===== config.mk =====
export PLATFORM = sky130hd
export DESIGN_NAME = uart_rx_flagfifo
export DESIGN_NICKNAME = d
export VERILOG_FILES = /design/src/rtl/uart_rx_pkg.sv /design/src/rtl/uart_rx_fsm.sv /design/src/rtl/uart_rx_fifo.sv /design/src/rtl/uart_rx_flagfifo.sv
export SDC_FILE = /design/constraint.sdc
export NUM_CORES = 1
export LEC_CHECK = 0
export ABC_CLOCK_PERIOD_IN_PS = 1900
export CAP_MARGIN = 0
export CORE_UTILIZATION = 30
export CTS_BUF_LIST = sky130_fd_sc_hd__clkbuf_2
export DETAILED_ROUTE_END_ITERATION = 16
export PLACE_DENSITY_LB_ADDON = 0.1
export SETUP_SLACK_MARGIN = 0.3
export SYNTH_ARGS = -nofsm -noshare
export SYNTH_HDL_FRONTEND = slang
export SYNTH_SLANG_ARGS = --single-unit

===== constraint.sdc =====
create_clock -name clk -period 1.9 [get_ports clk]
set_input_delay 0.475 -clock clk [delete_from_list [all_inputs] [get_ports clk]]
set_output_delay 0.475 -clock clk [all_outputs]
set_load 0.05 [all_outputs]

===== src/rtl/uart_rx_pkg.sv =====
package uart_rx_pkg;

    typedef enum logic [2:0] {
        ST_IDLE,
        ST_START,
        ST_DATA,
        ST_PARITY,
        ST_STOP
    } rx_state_e;

    typedef struct packed {
        logic       ovr;
        logic       perr;
        logic       ferr;
        logic [8:0] data;
    } rx_entry_t;

    function automatic logic [3:0] size_to_bits(input logic [2:0] code);
        logic [3:0] n;
        case (code)
            3'd0:    n = 4'd5;
            3'd1:    n = 4'd6;
            3'd2:    n = 4'd7;
            3'd3:    n = 4'd8;
            3'd7:    n = 4'd9;
            default: n = 4'd8;
        endcase
        return n;
    endfunction

endpackage


===== src/rtl/uart_rx_fsm.sv =====
module uart_rx_fsm
    import uart_rx_pkg::*;
#(
    parameter int OS = 16
) (
    input  logic      clk,
    input  logic      rst_n,
    input  logic      enable,
    input  logic      tick,
    input  logic      rxd_s,
    input  logic [2:0] size_code,
    input  logic      par_en,
    input  logic      par_odd,
    output logic      frame_valid,
    output rx_entry_t frame
);
    localparam int CW = $clog2(OS);
    localparam logic [CW-1:0] MID  = CW'(OS / 2 - 1);
    localparam logic [CW-1:0] LAST = CW'(OS - 1);

    rx_state_e     state_q, state_d;
    logic [CW-1:0] cnt_q;
    logic [3:0]    bit_idx_q;
    logic [8:0]    shreg_q;
    logic          par_bit_q;
    logic [3:0]    nbits;

    assign nbits = size_to_bits(size_code);

    always_ff @(posedge clk or negedge rst_n) begin
        if (!rst_n) state_q <= ST_IDLE;
        else        state_q <= state_d;
    end

    always_comb begin
        state_d = state_q;
        unique case (state_q)
            ST_IDLE:   if (tick && !rxd_s) state_d = ST_START;
            ST_START:  if (tick && cnt_q == MID) state_d = rxd_s ? ST_IDLE : ST_DATA;
            ST_DATA:   if (tick && cnt_q == LAST && bit_idx_q == nbits - 4'd1)
                           state_d = par_en ? ST_PARITY : ST_STOP;
            ST_PARITY: if (tick && cnt_q == LAST) state_d = ST_STOP;
            ST_STOP:   if (tick && cnt_q == LAST) state_d = ST_IDLE;
            default:   state_d = ST_IDLE;
        endcase
        if (!enable) state_d = ST_IDLE;
    end

    always_ff @(posedge clk or negedge rst_n) begin
        if (!rst_n) begin
            cnt_q       <= '0;
            bit_idx_q   <= '0;
            shreg_q     <= '0;
            par_bit_q   <= 1'b0;
            frame_valid <= 1'b0;
            frame       <= '0;
        end else begin
            frame_valid <= 1'b0;
            if (!enable || state_q == ST_IDLE) begin
                cnt_q     <= '0;
                bit_idx_q <= '0;
                shreg_q   <= '0;
                par_bit_q <= 1'b0;
            end else if (tick) begin
                unique case (state_q)
                    ST_START: cnt_q <= (cnt_q == MID) ? '0 : cnt_q + 1'b1;
                    ST_DATA: begin
                        if (cnt_q == LAST) begin
                            shreg_q[bit_idx_q] <= rxd_s;
                            bit_idx_q          <= bit_idx_q + 4'd1;
                        end
                        cnt_q <= cnt_q + 1'b1;
                    end
                    ST_PARITY: begin
                        if (cnt_q == LAST) par_bit_q <= rxd_s;
                        cnt_q <= cnt_q + 1'b1;
                    end
                    ST_STOP: begin
                        if (cnt_q == LAST) begin
                            frame_valid <= 1'b1;
                            frame.data  <= shreg_q;
                            frame.ferr  <= !rxd_s;
                            frame.perr  <= par_en && (par_bit_q != ((^shreg_q) ^ par_odd));
                            frame.ovr   <= 1'b0;
                        end
                        cnt_q <= cnt_q + 1'b1;
                    end
                    default: cnt_q <= '0;
                endcase
            end
        end
    end


    start_glitch_chk: assert property (@(posedge clk) disable iff (!rst_n)
        (enable && tick && state_q == ST_START && cnt_q == MID && rxd_s) |=> state_q == ST_IDLE);


    stop_handover_chk: assert property (@(posedge clk) disable iff (!rst_n)
        frame_valid |-> state_q == ST_IDLE);

endmodule


===== src/rtl/uart_rx_fifo.sv =====
module uart_rx_fifo
    import uart_rx_pkg::*;
#(
    parameter int DEPTH = 2
) (
    input  logic      clk,
    input  logic      rst_n,
    input  logic      flush,
    input  logic      push,
    input  rx_entry_t push_entry,
    input  logic      pop,
    output rx_entry_t head,
    output logic      not_empty
);
    localparam int PW = (DEPTH > 1) ? $clog2(DEPTH) : 1;
    localparam int CW = $clog2(DEPTH + 1);
    localparam logic [PW-1:0] PLAST = PW'(DEPTH - 1);
    localparam logic [CW-1:0] CFULL = CW'(DEPTH);

    rx_entry_t     mem_q [DEPTH];
    logic [PW-1:0] wr_q, rd_q, newest;
    logic [CW-1:0] count_q;
    logic          do_pop, blocked, do_push;

    assign do_pop  = pop && count_q != '0;
    assign blocked = (count_q == CFULL) && !do_pop;
    assign do_push = push && !blocked;
    assign newest  = (wr_q == '0) ? PLAST : wr_q - 1'b1;

    always_ff @(posedge clk or negedge rst_n) begin
        if (!rst_n) begin
            wr_q    <= '0;
            rd_q    <= '0;
            count_q <= '0;
            for (int i = 0; i < DEPTH; i++) mem_q[i] <= '0;
        end else if (flush) begin
            wr_q    <= '0;
            rd_q    <= '0;
            count_q <= '0;
        end else begin
            if (push && blocked) mem_q[newest].ovr <= 1'b1;
            if (do_push) begin
                mem_q[wr_q] <= push_entry;
                wr_q        <= (wr_q == PLAST) ? '0 : wr_q + 1'b1;
            end
            if (do_pop) rd_q <= (rd_q == PLAST) ? '0 : rd_q + 1'b1;
            count_q <= count_q + CW'(do_push) - CW'(do_pop);
        end
    end

    assign not_empty = count_q != '0;
    assign head      = not_empty ? mem_q[rd_q] : '0;


    overrun_drop_chk: assert property (@(posedge clk) disable iff (!rst_n)
        (!flush && push && count_q == CFULL && !pop) |=> count_q == CFULL);


    pop_advance_chk: assert property (@(posedge clk) disable iff (!rst_n)
        (!flush && pop && !push && count_q != '0) |=> count_q == $past(count_q) - 1'b1);


    flush_empty_chk: assert property (@(posedge clk) disable iff (!rst_n)
        flush |=> !not_empty);

endmodule


===== src/rtl/uart_rx_flagfifo.sv =====
module uart_rx_flagfifo
    import uart_rx_pkg::*;
#(
    parameter int OS    = 16,
    parameter int DEPTH = 2
) (
    input  logic       clk,
    input  logic       rst_n,
    input  logic       rx_en,
    input  logic       os_tick,
    input  logic       rxd,
    input  logic [2:0] size_code,
    input  logic       par_en,
    input  logic       par_odd,
    input  logic       rxc_ie,
    input  logic       rd_pop,
    output logic [7:0] rd_byte,
    output logic       rd_bit8,
    output logic       rd_ferr,
    output logic       rd_ovr,
    output logic       rd_perr,
    output logic       rxc,
    output logic       irq
);
    logic [1:0] sync_q;
    logic       frame_valid;
    rx_entry_t  frame, head;

    always_ff @(posedge clk or negedge rst_n) begin
        if (!rst_n) sync_q <= 2'b11;
        else        sync_q <= {sync_q[0], rxd};
    end

    uart_rx_fsm #(.OS(OS)) u_fsm (
        .clk         (clk),
        .rst_n       (rst_n),
        .enable      (rx_en),
        .tick        (os_tick),
        .rxd_s       (sync_q[1]),
        .size_code   (size_code),
        .par_en      (par_en),
        .par_odd     (par_odd),
        .frame_valid (frame_valid),
        .frame       (frame)
    );

    uart_rx_fifo #(.DEPTH(DEPTH)) u_fifo (
        .clk        (clk),
        .rst_n      (rst_n),
        .flush      (!rx_en),
        .push       (frame_valid && rx_en),
        .push_entry (frame),
        .pop        (rd_pop),
        .head       (head),
        .not_empty  (rxc)
    );

    assign rd_byte = head.data[7:0];
    assign rd_bit8 = head.data[8];
    assign rd_ferr = head.ferr;
    assign rd_perr = head.perr;
    assign rd_ovr  = head.ovr;
    assign irq     = rxc && rxc_ie;


    irq_needs_rxc_chk: assert property (@(posedge clk) disable iff (!rst_n)
        irq |-> rxc);


    rxc_clear_disabled_chk: assert property (@(posedge clk) disable iff (!rst_n)
        !rx_en |=> !rxc);

endmodule


==> summary.md <==
| Metric | Value |
|---|---|
| Setup TNS Final | -2310 ps |
| CP endpoint kind | output pin |
| CP arrival | about 1600 ps |
| Worst path cell trace | clkbuf_16, mux2i_4, nor2_4, buf_12 |
| Layout net count | 385 |
| FP Rows | 37 |
| Clk buf depth | 2 |
| IO Port Bufs | 25 |
| TritonCTS Buffers | 9 |
| Outcome | complete, but fails checks |
| CP bufs+invs | 2 |
| Final Hold Fails | 0 |
| Clk slew on worst S/H paths | 200 ps |
| Global-route wire length before repair | 11,300 um |
| DRC viols | 0 |
| Final Cycle Share | 110% |
| Syn avg cell area | 10.8 um^2 |
| Hold WC Path Type | reg -> reg |
| Max_slew headroom | 74.6% |
| Layout area overhead | 42.9% |
| Die height | 105 um |
| CP max FO | 6 |
| Worst-margin pin slew | 371 ps |
| Max-slew violation count | 0 |
| Worst Setup Start Kind | flop |
| Synth top area share | 47.6% |
| RSZ-0062 raised after global routing | yes |
| Non-Filler Instances | 507 |
| Critical path class | reg -> out |
| Hold Worst Slack | about 370 ps |
| Pwr Density | 600 nW/um^2 |
| Antenna viol nets, final | 0 |
| Leakage | 2.00 nW |
| Number of iterations in the first detailed-routing pass | 4 |
| Yosys warnings | 0 |
| DR iter-0 viols | 36 |
| Syn nets | 315 |
| Die area | 11,100 um^2 |
| Max-cap viol count | 0 |
| Worst skew pair latency | ~500 ps |
| Count of different cell masters after synthesis | 43 |
| CP max-delay cell | dfrtp_2 |
| # fillers | between 900 and 1,000 |
| Area contributors post-synth | dfrtp_1 (48%), mux2_1 (11%), mux2i_1 (6.2%) |
| Overflow left after global routing | 0 |
| Required @ worst endpoint | 1420 ps |
| H-tree Lvls | 3 |
| Final Skew | between 30 and 40 ps |
| Die Span X | between 100 and 150 um |
| Util after Layout | 44.4% |
| Largest net degree at the start of global routing | 64 |
| Most frequent cells in the layout | dfrtp_1 (59), buf_4 (35), mux2_1 (30) |
| GP Congestion | 0.742 |
| CTS tree | built |
| Routed WL per cell | 13.5 um |
| Max VDD drop | 0.270 mV |
| GRT Resource Usage Total | a little over an eighth |
| Initial antenna violation count | 0 |
| CP delay by family, top | flip-flops |
| Min setup slack post-route | -196 ps |
| Vias per std cell | 4.62 |
| #FFs+latches synth | between 60 and 70 |
| Power consumption | about 2.7 mW |
| Mapped Cells | between 200 and 300 |
| DP Cell Count | around 480 |
| Setup violators final | 14 |
| # diodes | 0 |
| Layout cell share with drive strength beyond 1 | 39.1% |
| Initial Util | 31.1% |
| Seq/Total Area, Yosys | 49.2% |
| Worst path max stage delay | 500 ps |
| Post-Syn Area | 3210 um^2 |
| IO Pins | 26 |
| Via count | 2,342 |
| Drt total wl | 6870 um |
| Period minus WS final | ~2100 ps |
| Post-detail-place hpwl | 4610 um |
| Synth area leader | dfrtp_1 |
| CTS sink count | 63 |
| Core area | 10,300 um^2 |
| Root buf cell | clkbuf_2 |
| Failing checks | negative setup slack |
| Most common cell after layout, fill and taps aside | dfrtp_1 |
| FMAX | 477 MHz |
| Vias in the first global route | 2,320 |
## path summary, 6_finish.rpt
kind,cells after the start,startpoint,slack [ps],end
setup / recovery,4,u_fifo.rd_q,-200,rd_byte[4]
hold / removal,0,sync_q[0],370,sync_q[1]
setup reg to reg,6,u_fsm.cnt_q[1],210,u_fsm.state_q[1]
hold reg to reg,0,sync_q[0],370,sync_q[1]
max in group asynchronous,3,rst_n,1060,sync_q[0]
min in group asynchronous,3,rst_n,480,u_fsm.bit_idx_q[0]
## state kept, by name (all words and copies together), names as in the netlist
signal             flops
u_fsm.par_bit_q        1
u_fifo.wr_q            1
u_fsm.frame           11
u_fifo.count_q         2
u_fsm.shreg_q          9
u_fifo.rd_q            1
u_fifo.mem_q          24
u_fsm.frame_valid      1
u_fsm.cnt_q            4
u_fsm.state_q          3
u_fsm.bit_idx_q        4
sync_q                 2
## per-layer routing
| metal | wire, um | up-vias | track usage [%] |
|---|---|---|---|
| met5 | 0 | - | 0 |
| met4 | 80 | 0 | 5.13 |
| met3 | 197 | 8 | 3.46 |
| met2 | 3240 | 42 | 21.1 |
| met1 | 3350 | 1133 | 16.6 |
| li1 | - | 1159 | - |
## stage by stage
stage | area [um^2] | setup slack (ps)
2_1_floorplan | 3310 | 222
3_3_place_gp | 4060 | -239
3_5_place_dp | 4060 | -264
4_1_cts | 4330 | -244
5_1_grt | 4590 | -326
6_report | 4590 | -196
## worst reg2reg max path, stage by stage, from the launching register on
cell and delay [ps]:
dfrtp_1 450, ha_4 170, nand3b_1 120, a211oi_2 330
o31ai_2 110, a31oi_2 240, mux2i_1 200
## cell families after synthesis
kind of cell | count (synthesis) | synth area share [%]
AOI/OAI and AO/OA | 32 | 6.98
xor gates and xnor gates | 17 | 4.64
adders and majority gates | 7 | 2.73
buffers and inverters | 24 | 3.39
DFF | 63 | 49.2
muxes | 52 | 17.5
and+or+nand+nor | 101 | 15.6
## timing repair
| item | 4_1_cts | 5_1_grt |
|---|---|---|
| endpoints found under the setup margin | 27 | 66 |
| endpoints found under the hold margin | 61 | 0 |
| cloned | 0 | 1 |
| hold buffers | 1 | 0 |
| gates resized for setup | 26 | 40 |
| setup buffers | 6 | 5 |
| pin swaps | 3 | 18 |
## area by class of cell
cell class,count,area [um^2],share of cell area (%)
multi-input cells,209,1870,40.8
flip-flops and latches,63,1580,34.5
clock inverters,7,72.6,1.58
inverters,11,41.3,0.900
repair buffers,72,803,17.5
well taps,136,170,3.71
clock buffers,9,45.0,0.982
## power breakdown
group / switching, mW / internal, mW
Clock: 0.529 / 0.305
Combinational: 0.295 / 0.238
Sequential: 0.0196 / 1.36
## synth_stat cells, drive strengths merged
cell type / n
a2111oi: 1
a211oi: 3
a21o: 1
a21oi: 8
a22o: 2
a31oi: 1
a32o: 2
and2: 2
buf: 10
clkbuf: 3
dfrtp: 61
dfstp: 2
ha: 7
inv: 11
mux2: 32
mux2i: 20
nand2: 36
nand2b: 2
nand3: 8
nand3b: 2
nand4: 2
nor2: 34
nor2b: 4
nor3: 3
nor3b: 2
nor4: 1
nor4b: 1
o21a: 1
o21ai: 7
o221ai: 1
o311ai: 1
o31ai: 4
or2: 1
or3: 1
or3b: 2
xnor2: 11
xor2: 6
No activity file was read; power rests on OpenSTA's default activity.
